**config.mk**
```make
export PLATFORM = sky130hd
export DESIGN_NAME = timer_bus_frontend
export DESIGN_NICKNAME = d
export VERILOG_FILES = /design/src/rtl/tfe_pkg.sv /design/src/rtl/tfe_cmd_decode.sv /design/src/rtl/tfe_chan_port.sv /design/src/rtl/timer_bus_frontend.sv
export SDC_FILE = /design/constraint.sdc
export NUM_CORES = 1
export LEC_CHECK = 0
export BUFFER_PORTS_ARGS = -buffer_cell sky130_fd_sc_hd__buf_4
export CORE_UTILIZATION = 49
export CTS_CLUSTER_DIAMETER = 40
export DETAILED_ROUTE_END_ITERATION = 7
export GPL_TIMING_DRIVEN = 0
export PLACE_DENSITY = 0.71
export SETUP_SLACK_MARGIN = 0.02
export SYNTH_ARGS = -nofsm -noshare
export SYNTH_HDL_FRONTEND = slang
export SYNTH_HIERARCHICAL = 1
export SYNTH_SLANG_ARGS = --single-unit
```
**constraint.sdc**
```tcl
create_clock -name clk -period 2.11 [get_ports clk]
set_clock_uncertainty 0.2 [all_clocks]
set_input_delay 0.3165 -clock clk [delete_from_list [all_inputs] [get_ports clk]]
set_output_delay 0.3165 -clock clk [all_outputs]
set_load 0.005 [all_outputs]
```
**src/rtl/tfe_pkg.sv**
```systemverilog
package tfe_pkg;
  localparam int BW = 8;        // bus byte width
  localparam int CW = 2 * BW;   // count width

  typedef enum logic [1:0] {
    FMT_NONE = 2'd0,
    FMT_LO   = 2'd1,
    FMT_HI   = 2'd2,
    FMT_WORD = 2'd3
  } fmt_e;

  // modes 6 and 7 fold onto 2 and 3
  function automatic logic [2:0] fold_mode(input logic [2:0] m);
    return (m[2:1] == 2'b11) ? {1'b0, m[1:0]} : m;
  endfunction
endpackage

```
**src/rtl/tfe_cmd_decode.sv**
```systemverilog
module tfe_cmd_decode #(
  parameter int NCH = 3   // at most 3: select bits are 1..3
) (
  input  logic           wr_cmd,
  input  logic [7:1]     cmd,
  output logic [NCH-1:0] prog,
  output logic [NCH-1:0] snap_cnt,
  output logic [NCH-1:0] snap_sts
);
  logic multi;
  assign multi = (cmd[7:6] == 2'd3);

  for (genvar i = 0; i < NCH; i++) begin : g_ch
    logic hit;
    assign hit         = !multi && (cmd[7:6] == 2'(i));
    assign prog[i]     = wr_cmd && hit && (cmd[5:4] != 2'd0);
    assign snap_cnt[i] = wr_cmd && ((hit && (cmd[5:4] == 2'd0)) ||
                                    (multi && cmd[i+1] && !cmd[5]));
    assign snap_sts[i] = wr_cmd && multi && cmd[i+1] && !cmd[4];
  end
endmodule

```
**src/rtl/tfe_chan_port.sv**
```systemverilog
module tfe_chan_port
  import tfe_pkg::*;
(
  input  logic          clk,
  input  logic          rst_n,
  input  logic          prog,
  input  logic [5:0]    ctl,
  input  logic          snap_cnt,
  input  logic          snap_sts,
  input  logic          wr_en,
  input  logic          rd_en,
  input  logic [BW-1:0] wdata,
  input  logic [CW-1:0] live,
  input  logic          out_lvl,
  input  logic          taken,
  output logic [BW-1:0] rdata,
  output logic          load_stb,
  output logic [CW-1:0] load_val,
  output logic [2:0]    mode,
  output logic          bcd
);
  fmt_e          fmt_q, fmt_d, cs_q, cs_d;   // cs: pending count snapshot format
  logic [2:0]    mode_q, mode_d;
  logic          bcd_q, bcd_d, wtg_q, wtg_d, rtg_q, rtg_d;
  logic          ss_q, ss_d, nul_q, nul_d, ld_q, ld_d;
  logic [BW-1:0] wlo_q, wlo_d, ssv_q, ssv_d;
  logic [CW-1:0] csv_q, csv_d, ldv_q, ldv_d;

  // read data: status, then count snapshot, then live
  always_comb begin
    rdata = '0;
    if (ss_q)                 rdata = ssv_q;
    else if (cs_q != FMT_NONE) rdata = (cs_q == FMT_HI) ? csv_q[CW-1:BW] : csv_q[BW-1:0];
    else begin
      unique case (fmt_q)
        FMT_LO:   rdata = live[BW-1:0];
        FMT_HI:   rdata = live[CW-1:BW];
        FMT_WORD: rdata = rtg_q ? live[CW-1:BW] : live[BW-1:0];
        default:  rdata = '0;
      endcase
    end
  end

  always_comb begin
    fmt_d = fmt_q; mode_d = mode_q; bcd_d = bcd_q;
    wtg_d = wtg_q; rtg_d = rtg_q; wlo_d = wlo_q;
    cs_d = cs_q; csv_d = csv_q; ss_d = ss_q; ssv_d = ssv_q;
    nul_d = nul_q; ld_d = 1'b0; ldv_d = ldv_q;

    if (taken) nul_d = 1'b0;

    if (prog) begin
      fmt_d  = fmt_e'(ctl[5:4]);
      mode_d = fold_mode(ctl[3:1]);
      bcd_d  = ctl[0];
      wtg_d  = 1'b0;
      rtg_d  = 1'b0;
      nul_d  = 1'b1;
    end

    if (snap_cnt && cs_q == FMT_NONE) begin
      cs_d  = fmt_q;
      csv_d = live;
    end
    if (snap_sts && !ss_q) begin
      ss_d  = 1'b1;
      ssv_d = {out_lvl, nul_q, fmt_q, mode_q, bcd_q};
    end

    if (wr_en) begin
      unique case (fmt_q)
        FMT_LO: begin ld_d = 1'b1; ldv_d = {{BW{1'b0}}, wdata}; end
        FMT_HI: begin ld_d = 1'b1; ldv_d = {wdata, {BW{1'b0}}}; end
        FMT_WORD: begin
          if (!wtg_q) begin
            wlo_d = wdata;
            wtg_d = 1'b1;
          end else begin
            ld_d  = 1'b1;
            ldv_d = {wdata, wlo_q};
            wtg_d = 1'b0;
          end
        end
        default: ;
      endcase
      if (ld_d) nul_d = 1'b1;
    end

    if (rd_en) begin
      if (ss_q)                   ss_d = 1'b0;
      else if (cs_q == FMT_WORD)  cs_d = FMT_HI;
      else if (cs_q != FMT_NONE)  cs_d = FMT_NONE;
      else if (fmt_q == FMT_WORD) rtg_d = !rtg_q;
    end
  end

  always_ff @(posedge clk or negedge rst_n) begin
    if (!rst_n) begin
      fmt_q <= FMT_NONE; mode_q <= '0; bcd_q <= 1'b0;
      wtg_q <= 1'b0; rtg_q <= 1'b0; wlo_q <= '0;
      cs_q <= FMT_NONE; csv_q <= '0; ss_q <= 1'b0; ssv_q <= '0;
      nul_q <= 1'b0; ld_q <= 1'b0; ldv_q <= '0;
    end else begin
      fmt_q <= fmt_d; mode_q <= mode_d; bcd_q <= bcd_d;
      wtg_q <= wtg_d; rtg_q <= rtg_d; wlo_q <= wlo_d;
      cs_q <= cs_d; csv_q <= csv_d; ss_q <= ss_d; ssv_q <= ssv_d;
      nul_q <= nul_d; ld_q <= ld_d; ldv_q <= ldv_d;
    end
  end

  assign load_stb = ld_q;
  assign load_val = ldv_q;
  assign mode     = mode_q;
  assign bcd      = bcd_q;

  assert_lo_write_loads_R8: assert property (@(posedge clk) disable iff (!rst_n)
    (wr_en && fmt_q == FMT_LO) |=> (load_stb && load_val[CW-1:BW] == '0));
  assert_word_first_byte_held_R9: assert property (@(posedge clk) disable iff (!rst_n)
    (wr_en && fmt_q == FMT_WORD && !wtg_q) |=> !load_stb);
  assert_status_single_read_R6: assert property (@(posedge clk) disable iff (!rst_n)
    (rd_en && ss_q && !snap_sts) |=> !ss_q);
  assert_count_snapshot_kept_R7: assert property (@(posedge clk) disable iff (!rst_n)
    (snap_cnt && cs_q != FMT_NONE && !rd_en) |=> $stable(csv_q));
  assert_status_snapshot_kept_R7: assert property (@(posedge clk) disable iff (!rst_n)
    (snap_sts && ss_q && !rd_en) |=> $stable(ssv_q));
endmodule

```
**src/rtl/timer_bus_frontend.sv**
```systemverilog
module timer_bus_frontend
  import tfe_pkg::*;
#(
  parameter int NCH = 3
) (
  input  logic              clk,
  input  logic              rst_n,
  input  logic              bus_wr,
  input  logic              bus_rd,
  input  logic [1:0]        bus_addr,
  input  logic [7:0]        bus_wdata,
  output logic [7:0]        bus_rdata,
  input  logic [NCH*16-1:0] cnt_live,
  input  logic [NCH-1:0]    cnt_out,
  input  logic [NCH-1:0]    cnt_taken,
  output logic [NCH-1:0]    load_stb,
  output logic [15:0]       load_val,
  output logic [NCH*3-1:0]  ch_mode,
  output logic [NCH-1:0]    ch_bcd
);
  localparam logic [1:0] CMD_ADDR = 2'd3;

  logic [NCH-1:0]   prog, snap_cnt, snap_sts;
  logic [BW-1:0]    ch_rdata [NCH];
  logic [CW-1:0]    ch_ldv   [NCH];
  logic             wr_cmd;

  assign wr_cmd = bus_wr && (bus_addr == CMD_ADDR);

  tfe_cmd_decode #(.NCH(NCH)) u_dec (
    .wr_cmd   (wr_cmd),
    .cmd      (bus_wdata[7:1]),
    .prog     (prog),
    .snap_cnt (snap_cnt),
    .snap_sts (snap_sts)
  );

  for (genvar i = 0; i < NCH; i++) begin : g_chan
    logic sel;
    assign sel = (bus_addr == 2'(i));
    tfe_chan_port u_port (
      .clk      (clk),
      .rst_n    (rst_n),
      .prog     (prog[i]),
      .ctl      (bus_wdata[5:0]),
      .snap_cnt (snap_cnt[i]),
      .snap_sts (snap_sts[i]),
      .wr_en    (bus_wr && sel),
      .rd_en    (bus_rd && sel),
      .wdata    (bus_wdata),
      .live     (cnt_live[i*CW +: CW]),
      .out_lvl  (cnt_out[i]),
      .taken    (cnt_taken[i]),
      .rdata    (ch_rdata[i]),
      .load_stb (load_stb[i]),
      .load_val (ch_ldv[i]),
      .mode     (ch_mode[i*3 +: 3]),
      .bcd      (ch_bcd[i])
    );
  end

  always_comb begin
    bus_rdata = '0;
    for (int i = 0; i < NCH; i++)
      if (bus_addr == 2'(i)) bus_rdata = ch_rdata[i];
  end

  always_comb begin
    load_val = '0;
    for (int i = 0; i < NCH; i++)
      if (load_stb[i]) load_val = ch_ldv[i];
  end

  assert_one_load_R8: assert property (@(posedge clk) disable iff (!rst_n)
    $onehot0(load_stb));
  assert_cmd_read_quiet_R12: assert property (@(posedge clk) disable iff (!rst_n)
    (bus_rd && bus_addr == CMD_ADDR) |-> (bus_rdata == 8'h00));
endmodule

```
## Word-level counts from Yosys, hierarchy flattened

Cells that the tools add are included.

| word-level totals | value |
|---|---|
| output and inout port bits | 39 |
| word-level logic and storage cells | 248 |
| bits in registers | 183 |
| input bits | 68 |

| cells by class | value |
|---|---|
| eq/ne operators | 25 |
| reduce and logical (&&, ||, !) cells | 75 |
| bitwise logic cells | 3 |
| multiplexer cells | 106 |

Operators by type and width:

| cell | count |
|---|---|
| case mux 16 bit (3 select lines) | 3 |
| 2-to-1 mux 8 bit | 15 |
| 2-to-1 mux 16 bit | 6 |
| case mux 8 bit (3 select lines) | 3 |
| 2-to-1 mux 1 bit | 60 |
| logical AND 1 bit | 41 |
| == test 2 bit, second input constant | 17 |
| 2-to-1 mux 2 bit | 15 |
| AND reduction 3 bit | 6 |
| zero test 2 bit | 6 |
| == test 2 x 1 -> 1 bit, second input constant | 5 |
| zero test 1 bit | 9 |
| nonzero test 3 bit | 3 |
| nonzero test 2 bit | 4 |
| inequality test 2 x 1 -> 1 bit, second input constant | 3 |
| case mux 1 bit (2 select lines) | 3 |
| OR reduction 2 bit | 3 |
| logical OR 1 bit | 3 |
| 2-to-1 mux 3 bit | 1 |
| inverter 1 bit | 3 |

## Logic depth before layout (Yosys ltp)

| depth | value |
|---|---|
| depth after elaboration | 12 |
| mapped depth | 10 |

## Cells and area by module

Netlist, hierarchy kept.

By module, submodules not included:

| module | times used | cells an instance | area each (µm²) |
|---|---|---|---|
| tfe_chan_port at g_chan[1].u_port ... | 2 | 268 | 3042.9 |
| tfe_chan_port at g_chan[0].u_port | 1 | 266 | 2982.9 |
| timer_bus_frontend | 1 | 101 | 676.9 |
| tfe_cmd_decode | 1 | 19 | 121.4 |

## Worst setup path after synthesis

OpenSTA, ideal clock, no wires.

| timing | value |
|---|---|
| path kind | input to register |
| start point | input port bus_addr[0] |
| end point | register g_chan[1].u_port.csv_q[10] |
| buffers on the path | 4 |
| slack | -158 ps |
| data required time | 1785 ps |
| arrival time | 1943 ps |
| stages on the path | 9 |
| cell sequence | buf_6 buf_12 and3_1 nand2b_1 a2111oi_2 nor3b_2 buf_6 buf_6 mux2_2 |

| between the ends | value |
|---|---|
| cells in the longest elaborated chain, start to end | 4 |

Ends and longest elaborated chain:

| item | line | text |
|---|---|---|
| from (decl) | timer_bus_frontend.sv:10 | `input logic [1:0] bus_addr,` |
| == test 2 bit | timer_bus_frontend.sv:28 | `assign wr_cmd = bus_wr && (bus_addr == CMD_ADDR);` |
| logical AND 1 bit | timer_bus_frontend.sv:28 |  |
| via wr_cmd | timer_bus_frontend.sv:26 | `logic wr_cmd;` |
| logical AND 1 bit | tfe_cmd_decode.sv:17 | `assign snap_cnt[i] = wr_cmd && ((hit && (cmd[5:4] == 2'd0)) \|\|` |
| via snap_cnt[1] | timer_bus_frontend.sv:23 | `logic [NCH-1:0] prog, snap_cnt, snap_sts;` |
| logical AND 1 bit | tfe_chan_port.sv:61 | `if (snap_cnt && cs_q == FMT_NONE) begin` |
| to (signal assigned) | tfe_chan_port.sv:106 | `cs_q <= cs_d; csv_q <= csv_d; ss_q <= ss_d; ssv_q <= ssv_d;` |
| to (decl) | tfe_chan_port.sv:27 | `logic [CW-1:0] csv_q, csv_d, ldv_q, ldv_d;` |

The timed path passes the listed nets, and every way through them passes these cells.
A chain may end at the register's enable or synchronous reset.

==> run metrics <==
outcome finished with violations; violations in the final reports negative setup slack; overflow left after global routing 0; Die X-Extent 143.9 um; vias after detailed routing 8082; Design Power 12850 uW; syn_nets 1008; post-synthesis instance total 922; number of pins exceeding their max-slew limit in the final report 0; leading post-synthesis cells by cell area dfrtp_1 (46%), mux2_2 (13%), nor2b_1 (3.2%); type of the setup path with the least slack register to output pin; post-route DRC violation count 0; root cell of the clock tree clkbuf_16; Async S/R FF share, synth 100.0%; cell type with the largest total area after synthesis dfrtp_1; Syn Area/Cell 10.70 um2; post-route standard cell area excluding fillers 12820 um2; flip-flop and latch count after synthesis 183; min-delay src cnt_taken[0]; number of maximum-capacitance violations 0; first-pass detailed-route iteration total 5; WP data required 1.59 ns; area of the core 19590 um2; detail-routed net length per standard cell 19.84 um; Worst Hold Path Cells 3; effective utilization at floorplan 50.37%; antenna violations before repair 0; critical path launch point type register; Area Overhead vs Synth 29.96%; CTS buffer count 17; total of warnings raised by yosys 6; final count of hold timing violations 0; slack of the critical path -0.7478 ns; arrival time at the worst endpoint 2.34 ns; number of antenna-violating nets in the routed design 0; leak pwr 0.005859 uW; final estimated routing congestion in global placement 0.8234; max frequency 0.3499 GHz; minimum clock period 2.858 ns; part of the Yosys area used for sequential elements 46.41%; number of inserted diodes 0; count of routing violations after the opening detailed-route iteration 537; detailed placer's ending HPWL 17.58 mm; ratio of final minimum period to clock period 135.4%; Post-Syn Area 9867 um2; Max-slew headroom 58.97%; area share of the largest cell type after synthesis 46.41%; H-tree levels 4; Post-synth EDFFs 0; crit path capture type output pin; worst vdd ir 0.5913 mV; via count of the first global-routing pass 7907; Total Routing Usage GR 27.57%; Final #Nets 1209; R2R cell count 7; maximum number of buffers from clock root to sink 2; port buffer count 105; TritonCTS clock tree built; setup repair after global routing missed its margin yes; Final setup violation count 10; Slew @ Worst Pin 0.6154 ns; most common cell after layout, fill and taps aside dfrtp_1; floorplan die height 143.9 um; sum of negative setup slack -5.680 ns; total detailed-routing wirelength 27.79 mm; Clock Pin Slew Worst Setup and Hold Paths 0.06 ns; I/O pin count 107; full die area 20710 um2; Hold Path Class primary input to register; maximum number of pins on one net before global-route repair 118; first-pass GRT wire length 43.25 mm; Distinct cells, synth 51; routed via count divided by cell count 5.769; fraction of layout cells with a size suffix above 1 36.71%; Cell Pwr Density 1002 nW/um2; standard-cell row count 51; crit path launch g_chan[1].u_port/fmt_q[1]$_DFFE_PN0P_; Clock Sinks 183; commonest cells after routing, fill and taps aside dfrtp_1 (174), buf_4 (131), mux2_2 (104), nand2_1 (78), dlygate4sd3_1 (53); cell area after placement 11110 um2; Clk Latency, worst-skew pair 0.43 ns; RR Startpoint g_chan[1].u_port/fmt_q[1]$_DFFE_PN0P_; most used flip-flop cell after synthesis dfrtp_1; Max FO, Critical Path 10
per-stage QoR:
stage / util, % / hold WS (ns) / instances / setup slack (ns)
finish: 65.46 / 0.02084 / 1401 / -0.7478
global route: 65.46 / 0.01755 / 1401 / -0.7907
CTS: 64.27 / 0.007072 / 1395 / -0.6931
detailed placement: 56.71 / 0.1102 / 1293 / -0.5869
global placement: 56.53 / 0.2510 / 1292 / -0.6676
floorplan: - / -0.1791 / 922 / 0.02065
per-layer routing:
metal | track usage, % | routed length (um) | share of wire [%]
met5 | 0 | 0 | 0
met4 | 8.007 | 459 | 1.7
met3 | 5.098 | 1635 | 5.9
met2 | 44.19 | 13320 | 48
met1 | 37.98 | 12380 | 45
Yosys cell counts, drive strengths merged, types with 8 or more instances:
cell type and count:
clkbuf 22, mux2i 27, a221oi 24, nand3 17, nor2 13, mux2 128
buf 46, o2bb2ai 8, a31oi 8, nand3b 19, o21ai 43, nor2b 50
nand2b 18, a22o 19, ha 18, dfrtp 183, inv 51, nand2 78
a22oi 16, a21oi 63, o211ai 16
final cells by class:
class / count / area (um2)
fill: 1529 / 6766
multi-input combinational: 620 / 5081
sequential: 183 / 4591
timing repair buffer: 187 / 1600
clock buffer: 23 / 467.9
buffer: 63 / 455.4
tap: 265 / 331.6
inverter: 51 / 196.4
clock inverter: 9 / 100.1
repair_timing:
item	in CTS	in global routing
resized for setup	64	55
pin swaps	24	24
setup buffers	20	8
hold endpoints to repair	118	0
setup endpoints to repair	29	57
hold buffers	53	0
state kept, by name (all words and copies together), names as in the netlist:
signal,flops
g_chan.u_port/csv_q,48
g_chan.u_port/load_val,48
g_chan.u_port/ssv_q,24
g_chan.u_port/wlo_q,24
g_chan.u_port/mode,9
g_chan.u_port/cs_q,6
g_chan.u_port/fmt_q,6
g_chan.u_port/bcd,3
g_chan.u_port/load_stb,3
g_chan.u_port/nul_q,3
g_chan.u_port/rtg_q,3
g_chan.u_port/ss_q,3
g_chan.u_port/wtg_q,3
critical path: stages, from the launching register on:
cell and delay [ns]:
dfrtp_2 0.46, ha_2 0.23, buf_4 0.18, nor4b_4 0.22, a22oi_2 0.08, a21oi_2 0.22, mux2i_1 0.16, o2bb2ai_1 0.21
buf_4 0.14
where the power goes:
| group | leakage [uW] | switching, uW | internal (uW) |
|---|---|---|---|
| clock network | 0.000277 | 1340 | 1800 |
| registers | 0.00232 | 715 | 4590 |
| logic | 0.00326 | 2130 | 2280 |
kinds of logic after synthesis:
kind of cell	count (synthesis)	share of synthesized area, %
AND/OR/NAND/NOR	229	12.93
AO/OA/AOI/OAI	218	14.84
flip-flops	183	46.41
multiplexers	155	17.58
buffers and inverters	119	5.960
adder cells (fa/ha/maj)	18	2.283
path summary, 6_finish.rpt:
| check | slack (ns) | to |
|---|---|---|
| worst max-delay path | -0.75 | bus_rdata[6] |
| worst min-delay path | 0.02 | g_chan[0].u_port/nul_q$_DFF_PN0_ |
| worst max register to register | -0.11 | g_chan[1].u_port/load_val[6]$_DFFE_PN0P_ |
| worst min register to register | 0.27 | g_chan[0].u_port/load_val[15]$_DFFE_PN0P_ |
| min in group asynchronous | 0.24 | g_chan[1].u_port/load_val[10]$_DFFE_PN0P_ |
| max in group asynchronous | 0.47 | g_chan[0].u_port/fmt_q[1]$_DFFE_PN0P_ |
(Power assumes the default switching activity.)
